**config.mk**
```make
export PLATFORM = sky130hd
export DESIGN_NAME = tmr_cc_channel
export DESIGN_NICKNAME = d
export VERILOG_FILES = /design/src/rtl/tmr_cc_pkg.sv /design/src/rtl/tmr_in_filter.sv /design/src/rtl/tmr_cc_reg.sv /design/src/rtl/tmr_cc_channel.sv
export SDC_FILE = /design/constraint.sdc
export NUM_CORES = 1
export LEC_CHECK = 0
export BUFFER_PORTS_ARGS = -buffer_cell sky130_fd_sc_hd__buf_2
export CAP_MARGIN = 25
export CORE_MARGIN = 1
export CORE_UTILIZATION = 35
export CTS_BUF_LIST = sky130_fd_sc_hd__clkbuf_8
export DETAILED_ROUTE_END_ITERATION = 10
export PLACE_DENSITY = 0.65
export SLEW_MARGIN = 20
export SYNTH_ARGS = -nofsm -noshare
export SYNTH_HDL_FRONTEND = slang
export SYNTH_HIERARCHICAL = 1
export SYNTH_SLANG_ARGS = --single-unit
```
**constraint.sdc**
```tcl
create_clock -name clk -period 5.3 [get_ports clk]
set_input_delay 0.53 -clock clk [delete_from_list [all_inputs] [get_ports clk]]
set_output_delay 0.53 -clock clk [all_outputs]
set_load 0.02 [all_outputs]
```
**src/rtl/tmr_cc_pkg.sv**
```systemverilog
package tmr_cc_pkg;
  typedef enum logic [1:0] {
    EDGE_NONE = 2'b00,
    EDGE_FALL = 2'b01,
    EDGE_RISE = 2'b10,
    EDGE_BOTH = 2'b11
  } edge_sel_e;

  localparam int CTL_CAP0 = 0;
  localparam int CTL_REV0 = 1;
  localparam int CTL_CAP1 = 2;

  function automatic logic edge_hit(edge_sel_e sel, logic rise, logic fall);
    case (sel)
      EDGE_FALL: edge_hit = fall;
      EDGE_RISE: edge_hit = rise;
      EDGE_BOTH: edge_hit = rise | fall;
      default:   edge_hit = 1'b0;
    endcase
  endfunction

  function automatic logic edge_opposite(edge_sel_e sel, logic rise, logic fall);
    case (sel)
      EDGE_FALL: edge_opposite = rise;
      EDGE_RISE: edge_opposite = fall;
      default:   edge_opposite = 1'b0;
    endcase
  endfunction
endpackage

```
**src/rtl/tmr_in_filter.sv**
```systemverilog
module tmr_in_filter #(
  parameter int STABLE_N = 3
) (
  input  logic clk,
  input  logic rst,
  input  logic tick,
  input  logic pin,
  output logic rise,
  output logic fall
);
  localparam int HW = STABLE_N - 1;

  logic [1:0]    sync;
  logic [HW-1:0] hist;
  logic          filt, filt_d;

  always_ff @(posedge clk) begin
    if (rst) begin
      sync   <= '0;
      hist   <= '0;
      filt   <= 1'b0;
      filt_d <= 1'b0;
    end else begin
      filt_d <= filt;
      if (tick) begin
        sync <= {sync[0], pin};
        hist <= (hist << 1) | HW'(sync[1]);
        if (hist == {HW{sync[1]}}) filt <= sync[1];
      end
    end
  end

  assign rise = filt & ~filt_d;
  assign fall = ~filt & filt_d;

  assert_filt_on_tick_R9: assert property (@(posedge clk) disable iff (rst)
    !$stable(filt) |-> $past(tick));
endmodule

```
**src/rtl/tmr_cc_reg.sv**
```systemverilog
module tmr_cc_reg #(
  parameter int W = 16
) (
  input  logic         clk,
  input  logic         rst,
  input  logic         tick,
  input  logic         run,
  input  logic         cap_mode,
  input  logic         trig,
  input  logic         we,
  input  logic [W-1:0] wdata,
  input  logic [W-1:0] cnt,
  output logic [W-1:0] val,
  output logic         match,
  output logic         cap
);
  always_ff @(posedge clk) begin
    if (rst) begin
      val   <= '0;
      match <= 1'b0;
      cap   <= 1'b0;
    end else begin
      match <= run && tick && !cap_mode && (cnt == val);
      cap   <= 1'b0;
      if (run && cap_mode && trig) begin
        val <= cnt;
        cap <= 1'b1;
      end else if (we) begin
        val <= wdata;
      end
    end
  end

  assert_no_cap_and_match_R3: assert property (@(posedge clk) disable iff (rst)
    !(cap && match));
  assert_cap_value_R6: assert property (@(posedge clk) disable iff (rst)
    cap |-> (val == $past(cnt)));
endmodule

```
**src/rtl/tmr_cc_channel.sv**
```systemverilog
module tmr_cc_channel
  import tmr_cc_pkg::*;
#(
  parameter int W        = 16,
  parameter int STABLE_N = 3
) (
  input  logic         clk,
  input  logic         rst,
  input  logic         cnt_en,
  input  logic         run,
  input  logic         clr_on_match,
  input  logic [1:0]   ti0_edge,
  input  logic [1:0]   ti1_edge,
  input  logic         ti0_in,
  input  logic         ti1_in,
  input  logic         ctl_we,
  input  logic [2:0]   ctl_wdata,
  input  logic         cr0_we,
  input  logic         cr1_we,
  input  logic [W-1:0] cr_wdata,
  output logic [7:0]   ctl_q,
  output logic         ctl_err,
  output logic [W-1:0] cnt_q,
  output logic [W-1:0] cr0_q,
  output logic [W-1:0] cr1_q,
  output logic         match0,
  output logic         match1,
  output logic         cap0,
  output logic         cap1
);
  localparam int NCH = 2;

  logic [2:0]     ctl;
  logic [W-1:0]   cnt;
  logic [NCH-1:0] pin, rise, fall;
  logic [NCH-1:0] cap_mode, trig, we, match, cap;
  logic [W-1:0]   val [NCH];
  logic           ti0_valid, ti1_valid, ti0_opp;

  assign pin = {ti1_in, ti0_in};

  generate
    for (genvar i = 0; i < NCH; i++) begin : g_filt
      tmr_in_filter #(.STABLE_N(STABLE_N)) u_filt (
        .clk(clk), .rst(rst), .tick(cnt_en), .pin(pin[i]),
        .rise(rise[i]), .fall(fall[i]));
    end
  endgenerate

  always_comb begin
    ti0_valid   = edge_hit(edge_sel_e'(ti0_edge), rise[0], fall[0]);
    ti1_valid   = edge_hit(edge_sel_e'(ti1_edge), rise[1], fall[1]);
    ti0_opp     = edge_opposite(edge_sel_e'(ti0_edge), rise[0], fall[0]);
    cap_mode[0] = ctl[CTL_CAP0] & ~clr_on_match;
    cap_mode[1] = ctl[CTL_CAP1];
    trig[0]     = ctl[CTL_REV0] ? ti0_opp : ti1_valid;
    trig[1]     = ti0_valid;
    we          = {cr1_we, cr0_we};
  end

  generate
    for (genvar i = 0; i < NCH; i++) begin : g_reg
      tmr_cc_reg #(.W(W)) u_reg (
        .clk(clk), .rst(rst), .tick(cnt_en), .run(run),
        .cap_mode(cap_mode[i]), .trig(trig[i]), .we(we[i]),
        .wdata(cr_wdata), .cnt(cnt), .val(val[i]),
        .match(match[i]), .cap(cap[i]));
    end
  endgenerate

  always_ff @(posedge clk) begin
    if (rst) begin
      cnt <= '0;
    end else if (!run) begin
      cnt <= '0;
    end else if (cnt_en) begin
      if (clr_on_match && (cnt == val[0])) cnt <= '0;
      else                                 cnt <= cnt + 1'b1;
    end
  end

  always_ff @(posedge clk) begin
    if (rst) begin
      ctl     <= '0;
      ctl_err <= 1'b0;
    end else if (ctl_we) begin
      if (run) ctl_err <= 1'b1;
      else     ctl     <= ctl_wdata;
    end
  end

  assign ctl_q  = {5'b0, ctl};
  assign cnt_q  = cnt;
  assign cr0_q  = val[0];
  assign cr1_q  = val[1];
  assign match0 = match[0];
  assign match1 = match[1];
  assign cap0   = cap[0];
  assign cap1   = cap[1];

  assert_ctl_locked_R4: assert property (@(posedge clk) disable iff (rst)
    (run && ctl_we) |=> ($stable(ctl_q) && ctl_err));
  assert_err_sticky_R4: assert property (@(posedge clk) disable iff (rst)
    ctl_err |=> ctl_err);
  assert_cnt_hold_R2: assert property (@(posedge clk) disable iff (rst)
    !run |=> (cnt_q == '0));
  assert_rev_both_R8: assert property (@(posedge clk) disable iff (rst)
    cap0 |-> !$past(ctl[CTL_REV0] && (ti0_edge == 2'b11)));
  assert_clr_forces_cmp_R10: assert property (@(posedge clk) disable iff (rst)
    cap0 |-> !$past(clr_on_match));
endmodule

```
Yosys cells after proc, flatten, opt, wreduce, memory -nomap -nowiden
Cells that the tools add are included.
- memories: 0
- input bits: 33
- bits in registers: 68
- bits in latches: 0
- bits in read-only memories: 0
- memory bits (writable): 0
- output and inout bits: 61
- equal/unequal tests: 10
- multiplexer cells: 11
- bitwise logic cells: 15
- div/mod/pow operators: 0
- add/sub/neg operators: 1
- shift-type cells: 0
- multipliers: 0
- reductions and logical operators: 19
- $lt $le $gt $ge: 0
- operators by type and width (kind ; number):
    $mux W16 ; 5
    $eq A16 B16 Y1 ; 2
    $add A16 B1 Y16 const B ; 1
    $logic_and A1 B1 Y1 ; 10
    $eq A2 B2 Y1 const B ; 4
    $reduce_and A2 Y1 ; 4
    $not A1 Y1 ; 6
    $pmux W1 S3 ; 2
    $and A1 B1 Y1 ; 5
    $eq A2 B1 Y1 const B ; 2
    $eq A2 B2 Y1 ; 2
    $or A2 B1 Y2 ; 2
    $reduce_bool A2 Y1 ; 2
    $mux W1 ; 3
    $logic_not A1 Y1 ; 2
    $or A1 B1 Y1 ; 2
    $pmux W1 S2 ; 1
    $reduce_or A2 Y1 ; 1

Longest topological paths before layout
Gate-level depths: netlist (run 1).
- depth after elaboration: 7
- depth in mapped cells: 8

Modules after synthesis
Netlist (run 1), hierarchy kept.
- by module, submodules not included (module ; cells an instance ; sequential area each (µm²) ; area each (µm²) ; times used):
    tmr_cc_reg ; 98 ; 360.3 ; 957.2 ; 2
    tmr_cc_channel ; 134 ; 400.4 ; 1183.6 ; 1
    tmr_in_filter ; 22 ; 120.1 ; 242.7 ; 2

Worst setup path after synthesis (run 1)
OpenSTA, ideal clock, no wires.
- path kind: register to register
- from: register cnt[5], in the netlist cnt_q[5]
- to: register cnt[0], in the netlist cnt_q[0]
- required time: 5.184 ns
- setup slack: 3.309 ns
- cell stages (with the launch flop): 8
- library setup time: 0.116 ns
- arrival: 1.876 ns
- path through: dfxtp_1 buf_6 xor2_1 nor4_1 nand4_1 o41ai_4 buf_6 nor2_1
- longest elaborated chain between the ends: 3
- ends and longest elaborated chain (item ; line ; text):
    start: declaration ; tmr_cc_channel.sv:34 ; logic [W-1:0] cnt;
    start signal: assignment ; tmr_cc_channel.sv:78 ; else cnt <= cnt + 1'b1;
    $eq A16 B16 Y1 ; tmr_cc_channel.sv:77 ; if (clr_on_match && (cnt == val[0])) cnt <= '0;
    $logic_and A1 B1 Y1 ; tmr_cc_channel.sv:77 ;
    $mux W16 ; tmr_cc_channel.sv:77 ;
Every way passes these cells.
A chain may end at the register's enable or synchronous reset.

Final worst setup path (run 1)
- from: register cnt[5], in the netlist cnt_q[5]
- to: register cnt[7], in the netlist cnt_q[7]
- longest elaborated chain between the ends: 3
- ends and longest elaborated chain (item ; line):
    parallel branches: the longest is 2 deep, another holds $add A16 B1 Y16 ; n/a
    $mux W16 * ; tmr_cc_channel.sv:77
Every way passes the cells marked *.

==> out/metrics.yaml, run 1 <==
route:
  routed-via-count: 2981
  1st_iter_drt_viols: 107
  routed_via_density: 5.03
  wl_per_cell_um: 15.5
  dr.pass1.iters: 4
  route.detailed.drc: 0
  detail-route-antenna-nets: 0
  drt_wl_total_um: 9180
critical_path:
  crit_path_max_cell_delay_ps: 840
  cp_cell_sequence: "xor2_1 > nor4_1 > nand4_1 > o41ai_4 > nor2_1"
  worst_case_reg_to_reg_path_depth: 5
  critical_path_required_ps: 5490
  worst-path-max-fanout: 16
  timing.critical_path.slowest_stage_cell: "sky130_fd_sc_hd__o41ai_4"
  start_kind: "register"
  reg2reg_setup_slack_ps: 2970
  arrival_ps: 2520
  worstSetupEndpointType: "register"
  critical_path_class: "register to register"
die:
  die_width_um: 103
  floorplan.initialDensity: 0.363
  core_mm2: 0.00986
  floorplan.die.height_um: 103
  floorplan.rows: 36
  dieArea_mm2: 0.0106
  io_pins: 94
grt:
  first_pass_grt_wire_length_um: 14300
  grt.overflow.total: 0
  number_of_antenna_violations_at_the_first_check_in_global_routing: 0
  grt_pass1_vias: 2805
  groute.usage.overall: 0.181
  pin_count_of_the_biggest_net_entering_global_routing: 54
clock_network:
  cts.repair.resized: 0
  clock_h_tree_levels: 3
  clock_tree_from_tritoncts: "yes"
  postCtsSetupBuffers: 0
  clock_path_buffers: 2
  numClockSinks: 68
  cts_hold_repair.buffers: 0
  clock_insertion_delay_worst_skew_ps: 340
  cts_buffers: 9
  root_buffer: "sky130_fd_sc_hd__clkbuf_8"
  clk_pin_slew_ps: 70
final_layout:
  multiInputGateArea_mm2: 0.00203
  synthToLayoutAreaGrowth_pct: 18.1
  antenna_cells: 0
  fillers: 981
  drive_above_1_share: 0.254
  final_util: 0.429
  seqCellArea_mm2: 0.00136
  nets: 493
hold_path:
  min_path_cells: 3
  hp-class: "input pin to register"
placement:
  place.gp.congestion: 0.781
  place.port_buffers: 88
  hpwl_after_detailed_placement_um: 6600
logic_synthesis:
  asyncSetResetFlopFracSynth: 0
  synth_warnings: 6
  synthDistinctLibCells: 34
  synthDominantCellAreaShare: 0.380
  syn_inst: 374
  yosysSeqAreaShare: 0.380
  ys_top_cells_by_area: "sky130_fd_sc_hd__dfxtp_1, sky130_fd_sc_hd__mux2i_1, sky130_fd_sc_hd__xor2_1"
  synth_seq_cells: 68
  syn_area_mm2: 0.00358
  ys_dominant_reg_cell: "sky130_fd_sc_hd__dfxtp_1"
  synth-edff-count: 0
  synth_area_per_cell_um2: 9.58
  synth_top_area_cell: "sky130_fd_sc_hd__dfxtp_1"
power_and_ir_drop:
  switchingPower_mw: 0.309
  cell_internal_pwr_mw: 0.802
  net_switching_share_of_the_total_power: 0.278
  p_comb_frac: 0.131
  peakVddDrop_mv: 0.125
  power.leakage_nw: 2.06
  p_clk_frac: 0.372
  pwr_density_cell_mw_per_mm2: 263
  power.sequential.fraction: 0.497
sta:
  layout_worst_path_cycle_share: 0.439
  tns_ps: 0
  worst-slew-pin-transition_ps: 837
  max_freq_mhz: 430
  grt_setup_unrepaired: "no"
  hold_vio_cnt_final: 0
  max_slew_headroom: 0.440
  fin_worst_skew_ps: 6.73
  final.min_clock_period_ps: 2330
  setup_viol: 0
  finalMaxSlewViolations: 0
run_status:
  outcome: "complete, no violations"
job:
  cap_viol_max_count: 0
## power groups by stage
stage | clock network (mW) | registers [mW] | logic (mW)
6_report | 0.414 | 0.552 | 0.146
2_1_floorplan | 0 | 0.579 | 0.0850
3_5_place_dp | 0 | 0.564 | 0.144
5_1_grt | 0.455 | 0.554 | 0.160
3_3_place_gp | 0 | 0.563 | 0.142
4_1_cts | 0.426 | 0.552 | 0.145
## metrics by stage
stage               total power [mW]  instance area, um^2  hold slack (ps)  std cells  setup WS (ps)
floorplan                      0.664                 3600              460        378           3310
global route                    1.17                 4230              407        593           2720
finish                          1.11                 4230              422        593           2970
global placement               0.706                 4030              445        576           3050
CTS                             1.12                 4210              405        592           2950
detailed placement             0.708                 4030              470        576           2970
## synth_stat cells (all sizes together), types with 2 or more instances
cell	n
a211oi	32
a21oi	3
a22oi	3
a31oi	2
buf	22
clkbuf	3
dfxtp	68
ha	5
inv	3
mux2i	44
nand2	8
nand3	5
nand4	11
nor2	66
nor2b	10
nor3	2
nor4	14
nor4b	2
o21ai	2
xnor2	19
xor2	43
## kinds of logic (layout without fill, tap and decap cells)
group           count (synthesis)  count (layout)  synth area share
mux                            44              44             0.123
flops                          68              68             0.380
xor+xnor                       62              62             0.152
compound gates                 44              44            0.0960
simple gates                  122             122             0.175
other cells                     1               5           0.00105
fa+ha+maj                       5               5            0.0175
buf+inv                        28             110            0.0566
## worst paths after layout
| path | to | start |
|---|---|---|
| max | cnt_q[7] | cnt_q[5] |
| max reg2reg | cnt_q[7] | cnt_q[5] |
| min | g_filt[0].u_filt/sync[0] | ti0_in |
| min reg2reg | ctl_err | ctl_err |
## area by class of cell
type                            count  share of cell area
Clock inverter                      7              0.0142
Sequential cell                    68               0.322
Timing Repair Buffer               91               0.112
Multi-Input combinational cell    282               0.481
Inverter                            3             0.00266
Clock buffer                        9              0.0293
Tap cell                          133              0.0393
## layer usage
layer,vias to the layer above,wire [um],global-route usage
met4,0,188,0.0780
li1,1467,-,-
met1,1423,4120,0.223
met2,77,4400,0.296
met3,14,473,0.0517
met5,-,0,0
## flip-flops by register name, summed over array words and instances, names as in the netlist
signal,cells
ctl_err,1
g_filt.u_filt/hist,4
g.u_reg/val,32
g.u_reg/match,2
g_filt.u_filt/filt,2
g_filt.u_filt/sync,4
g_filt.u_filt/filt_d,2
cnt_q,16
g.u_reg/cap,2
ctl,3
## placed cells by master (no fill, tap or decap)
| master | instances |
|---|---|
| sky130_fd_sc_hd__buf_2 | 88 |
| sky130_fd_sc_hd__dfxtp_1 | 68 |
| sky130_fd_sc_hd__nor2_1 | 66 |
| sky130_fd_sc_hd__mux2i_1 | 44 |
| sky130_fd_sc_hd__xor2_1 | 43 |
| sky130_fd_sc_hd__a211oi_1 | 30 |
| sky130_fd_sc_hd__xnor2_1 | 19 |
| sky130_fd_sc_hd__nand4_1 | 11 |
| sky130_fd_sc_hd__nor2b_1 | 10 |
| sky130_fd_sc_hd__clkbuf_8 | 9 |
| sky130_fd_sc_hd__nand2_1 | 8 |
| sky130_fd_sc_hd__nor4_1 | 8 |
| sky130_fd_sc_hd__nor4_2 | 6 |
| sky130_fd_sc_hd__inv_1 | 5 |
| sky130_fd_sc_hd__nand3_1 | 5 |
| sky130_fd_sc_hd__ha_1 | 5 |
| sky130_fd_sc_hd__conb_1 | 5 |
| sky130_fd_sc_hd__a22oi_1 | 3 |
| sky130_fd_sc_hd__a21oi_1 | 3 |
| sky130_fd_sc_hd__clkinv_2 | 3 |
| sky130_fd_sc_hd__o21ai_0 | 2 |
| sky130_fd_sc_hd__nor3_1 | 2 |
| sky130_fd_sc_hd__a31oi_1 | 2 |
| sky130_fd_sc_hd__nor4b_2 | 2 |
| sky130_fd_sc_hd__a211oi_2 | 2 |
| sky130_fd_sc_hd__buf_4 | 2 |
| sky130_fd_sc_hd__o22ai_1 | 1 |
| sky130_fd_sc_hd__o41ai_4 | 1 |
| sky130_fd_sc_hd__and3_1 | 1 |
| sky130_fd_sc_hd__or3_1 | 1 |
| sky130_fd_sc_hd__nor3b_1 | 1 |
| sky130_fd_sc_hd__or2_2 | 1 |
| sky130_fd_sc_hd__clkinvlp_4 | 1 |
| sky130_fd_sc_hd__bufinv_16 | 1 |
| sky130_fd_sc_hd__buf_12 | 1 |
## critical path: cells and delay by family (launching register included)
family	cells	cell delay (ps)
compound gates	1	840
flops	1	580
simple gates	3	640
xor+xnor	1	130
(Power assumes the default switching activity.)
==> run 2, diff against run 1 <==
--- a/config.mk
+++ b/config.mk
@@ -11,7 +11,7 @@
 export CORE_UTILIZATION = 35
 export CTS_BUF_LIST = sky130_fd_sc_hd__clkbuf_8
 export DETAILED_ROUTE_END_ITERATION = 10
-export PLACE_DENSITY = 0.65
+export PLACE_DENSITY = 0.67
 export SLEW_MARGIN = 20
 export SYNTH_ARGS = -nofsm -noshare
 export SYNTH_HDL_FRONTEND = slang
==> constraint.sdc (replaced) <==
create_clock -name clk -period 1.9 [get_ports clk]
set_input_delay 0.19 -clock clk [delete_from_list [all_inputs] [get_ports clk]]
set_output_delay 0.19 -clock clk [all_outputs]
set_load 0.02 [all_outputs]
==> out/metrics.yaml, run 2 (synthesis results as in run 1) <==
power_and_ir_drop:
  pwr_density_cell_mw_per_mm2: 724
  peakVddDrop_mv: 0.413
  power.leakage_nw: 2.18
  power_mw: 3.20
critical_path:
  capture_instance_of_the_worst_register_to_register_path: "cnt_q[12]"
  worst_case_reg_to_reg_path_depth: 6
  start_kind: "register"
  reg2reg_setup_slack_ps: 120
  critical_path_class: "register to register"
  critical_path_required_ps: 2140
  worst-path-max-fanout: 5
  cp_cell_sequence: "xor2_1 > nor4_2 > nand4_1 > o41ai_4 > buf_4 > nor2_1"
  arrival_ps: 2020
  timing.critical_path.slowest_stage_cell: "sky130_fd_sc_hd__o41ai_4"
  critical_path.startpoint: "g_reg[0].u_reg/val[8]"
  crit_path_max_cell_delay_ps: 410
  r2r_start: "g_reg[0].u_reg/val[8]"
  worstSetupEndpointType: "register"
grt:
  number_of_antenna_violations_at_the_first_check_in_global_routing: 0
  grt.overflow.total: 0
  pin_count_of_the_biggest_net_entering_global_routing: 34
  groute.usage.overall: 0.187
  grt_pass1_vias: 2876
  first_pass_grt_wire_length_um: 14800
run_status:
  outcome: "complete, no violations"
sta:
  finalWorstSetupSlack_ps: 120
  final.min_clock_period_ps: 1780
  max_freq_mhz: 562
  fin_worst_skew_ps: 5.32
  hold_vio_cnt_final: 0
  layout_worst_path_cycle_share: 0.937
  grt_setup_unrepaired: "no"
  worst-slew-pin-transition_ps: 546
  max_slew_headroom: 0.636
  tns_ps: 0
  setup_viol: 0
  finalMaxSlewViolations: 0
route:
  dr.pass1.iters: 4
  wl_per_cell_um: 15.2
  drt_wl_total_um: 9300
  route.detailed.drc: 0
  1st_iter_drt_viols: 150
  routed-via-count: 3004
  detail-route-antenna-nets: 0
  routed_via_density: 4.91
clock_network:
  clk_pin_slew_ps: 80
  postCtsSetupBuffers: 0
  clock_h_tree_levels: 3
  root_buffer: "sky130_fd_sc_hd__clkbuf_8"
  clock_tree_from_tritoncts: "yes"
  cts_buffers: 9
  clock_path_buffers: 2
  numClockSinks: 68
  clock_insertion_delay_worst_skew_ps: 350
hold_path:
  hp-class: "input pin to register"
  min_path_cells: 3
  min_delay_worst_endpoint: "ctl[1]"
  worst_hold_startpoint: "ctl_wdata[1]"
die:
  io_pins: 94
  floorplan.rows: 36
  floorplan.initialDensity: 0.363
  dieArea_mm2: 0.0106
  die_width_um: 103
  floorplan.die.height_um: 103
  core_mm2: 0.00986
final_layout:
  drive_above_1_share: 0.294
  seqCellArea_mm2: 0.00137
  max_flop_register: "g.u_reg/val"
  nets: 512
  final_cell_mix: "sky130_fd_sc_hd__buf_2, sky130_fd_sc_hd__nor2_1, sky130_fd_sc_hd__dfxtp_1"
  final_util: 0.448
  synthToLayoutAreaGrowth_pct: 23.4
  antenna_cells: 0
  fillers: 963
  non_filler_cells_in_the_finished_layout: 612
  number_of_flip_flops_under_the_largest_register_name: 32
  final_common_cell: "sky130_fd_sc_hd__buf_2"
  multiInputGateArea_mm2: 0.00204
placement:
  hpwl_after_detailed_placement_um: 6940
  place.port_buffers: 88
  dp_cells: 596
  place.gp.congestion: 0.810
  detailedPlace.worstSlack_ps: 38.8
job:
  cap_viol_max_count: 0
==> run 2: cell types whose count changed in the layout (fill, tap and decap cells not counted), sizes merged <==
cell and delta:
buf +19, inv -1, clkbuf +2, clkinv -1
==> run 2: per-layer routing <==
metal,global-route usage,up-vias,share of wire
met5,0,-,0
met4,0.0704,0,0.017
met1,0.238,1393,0.45
met2,0.302,95,0.46
met3,0.0511,14,0.072
li1,-,1502,-
==> run 2: through the flow <==
step	hold WS, ps	area [um^2]
6_report	76.7	4420
5_1_grt	72.4	4420
4_1_cts	65.6	4410
3_5_place_dp	436	4210
3_3_place_gp	427	4210
2_1_floorplan	261	3600
==> run 2: repair_timing <==
| item | in CTS | in global routing |
|---|---|---|
| hold buffers | 0 | 0 |
| endpoints found under the setup margin | 0 | 11 |
| gates resized for setup | 0 | 3 |
==> run 2: critical path, delay by kind of cell, from the launching register on <==
kind | cells | cell delay (ps)
AOI/OAI and AO/OA | 1 | 410
buffers and inverters | 1 | 200
and+or+nand+nor | 3 | 560
xor gates and xnor gates | 1 | 150
DFF | 1 | 350
==> run 2: worst max-delay path by stage <==
stage,end,cells past startpoint
final,cnt_q[12],6
after floorplan,cnt_q[0],6
after global placement,cnt_q[8],6
after global routing,cnt_q[9],6
after CTS,cnt_q[5],6
after detailed placement,cnt_q[5],6
==> run 2: layout make-up <==
cell class	instances	area share
clock buffers	11	0.0342
clock inverters	5	0.0116
inverters	3	0.00255
multi-input cells	282	0.462
flip-flops and latches	68	0.309
well taps	133	0.0376
repair buffers	110	0.144
==> run 2: power breakdown <==
group / internal, mW / total [mW] / switching, mW
Clock: 0.669 / 1.25 / 0.576
Sequential: 1.48 / 1.53 / 0.0580
Combinational: 0.178 / 0.419 / 0.241
==> run 3, diff against run 2 <==
==> constraint.sdc (replaced) <==
create_clock -name clk -period 1.9 [get_ports clk]
set_input_delay 0.38 -clock clk [delete_from_list [all_inputs] [get_ports clk]]
set_output_delay 0.38 -clock clk [all_outputs]
set_load 0.02 [all_outputs]
==> out/metrics.yaml, run 3 (synthesis results as in run 1) <==
critical_path:
  r2r_start: "g_reg[0].u_reg/val[5]"
  worst_case_reg_to_reg_path_depth: 6
  critical_path_class: "register to register"
  worst-path-max-fanout: 13
  critical_path.startpoint: "g_reg[0].u_reg/val[5]"
  arrival_ps: 2030
  timing.critical_path.slowest_stage_cell: "sky130_fd_sc_hd__o41ai_4"
  crit_path_max_cell_delay_ps: 380
  start_kind: "register"
  critical_path_required_ps: 2150
  worstSetupEndpointType: "register"
  cp_cell_sequence: "xor2_1 > nor4_1 > nand4_1 > o41ai_4 > buf_4 > nor2_1"
clock_network:
  cts.repair.resized: 0
  clock_path_buffers: 2
  clock_tree_from_tritoncts: "yes"
  postCtsSetupBuffers: 0
  cts_buffers: 9
  clock_h_tree_levels: 3
  cts_hold_repair.buffers: 0
  numClockSinks: 68
  clk_pin_slew_ps: 80
  clock_insertion_delay_worst_skew_ps: 360
  root_buffer: "sky130_fd_sc_hd__clkbuf_8"
die:
  floorplan.die.height_um: 103
  floorplan.initialDensity: 0.363
  floorplan.rows: 36
  io_pins: 94
  dieArea_mm2: 0.0106
  die_width_um: 103
  core_mm2: 0.00986
route:
  routed-wl-met3_um: 494
  dr.pass1.iters: 4
  wirelength_met1_um: 4300
  route.detailed.drc: 0
  1st_iter_drt_viols: 136
  wl_per_cell_um: 15.2
  detail-route-antenna-nets: 0
  met2_wire_length_um: 4390
  dr.max_layer_used: "met4"
  routed-via-count: 3045
  drt_wl_total_um: 9340
  routed_via_density: 4.96
final_layout:
  max_flop_register: "g.u_reg/val"
  drive_above_1_share: 0.295
  final_cell_mix: "sky130_fd_sc_hd__buf_2, sky130_fd_sc_hd__nor2_1, sky130_fd_sc_hd__dfxtp_1"
  non_filler_cells_in_the_finished_layout: 614
  synthToLayoutAreaGrowth_pct: 24.5
  antenna_cells: 0
  nets: 514
  number_of_flip_flops_under_the_largest_register_name: 32
  final_util: 0.452
  final_common_cell: "sky130_fd_sc_hd__buf_2"
grt:
  number_of_antenna_violations_at_the_first_check_in_global_routing: 0
  grt_pass1_vias: 2902
  pin_count_of_the_biggest_net_entering_global_routing: 34
  groute.usage.overall: 0.187
  grt.overflow.total: 0
  first_pass_grt_wire_length_um: 14900
sta:
  grt_setup_unrepaired: "no"
  setup_viol: 0
  finalMaxSlewViolations: 0
  smallest_hold_slack_ps: 250
  tns_ps: 0
  hold_vio_cnt_final: 0
  max_freq_mhz: 561
  layout_worst_path_cycle_share: 0.938
  final.min_clock_period_ps: 1780
  fin_worst_skew_ps: 9.81
  max_slew_headroom: 0.619
  finalWorstSetupSlack_ps: 118
  worst-slew-pin-transition_ps: 572
hold_path:
  min_path_cells: 3
  hp-class: "input pin to register"
  worst_hold_startpoint: "ctl_wdata[1]"
placement:
  detailedPlace.worstSlack_ps: 85.5
  dp_cells: 598
  hpwl_after_detailed_placement_um: 7000
  place.gp.congestion: 0.815
  place.port_buffers: 88
power_and_ir_drop:
  pwr_density_cell_mw_per_mm2: 762
  power.leakage_nw: 2.19
  peakVddDrop_mv: 0.416
run_status:
  outcome: "complete, no violations"
job:
  cap_viol_max_count: 0
run 3: final timing paths:
check                            endpoint  slack [ps]
worst max-delay path            cnt_q[11]         120
worst min-delay path               ctl[1]         250
worst max register to register  cnt_q[11]         120
worst min register to register    ctl_err         480
run 3: stage by stage:
stage	power, mW	instance area (um^2)
CTS	3.43	4460
detailed placement	1.99	4220
global placement	1.98	4220
floorplan	1.85	3600
global route	3.54	4460
finish	3.40	4460
run 3: area by class of cell:
type	count	area, um^2
clock buffers	9	124
flip-flops and latches	68	1360
well taps	133	166
fillers	953	5400
inverters	3	11.3
multi-input cells	282	2030
repair buffers	112	646
clock inverters	7	115
run 3: routing by layer:
metal  global-route usage  vias to the layer above
li1                     -                     1507
met1                0.235                     1444
met2                0.306                       79
met3               0.0551                       15
met4               0.0650                        0
met5                    0                        -
run 3: worst max-delay path, delay by kind of cell, from the launching register on:
kind / cells / cell delay, ps
buffers and inverters: 1 / 240
XOR/XNOR: 1 / 160
flip-flops: 1 / 350
AND/OR/NAND/NOR: 3 / 540
AO/OA/AOI/OAI: 1 / 380
run 3: where the power goes:
group | total, mW | switching (mW) | leakage (nW) | internal, mW
Clock | 1.44 | 0.573 | 0.115 | 0.866
Sequential | 1.53 | 0.0569 | 0.557 | 1.48
Combinational | 0.427 | 0.246 | 1.52 | 0.181
Total | 3.40 | 0.876 | 2.19 | 2.52
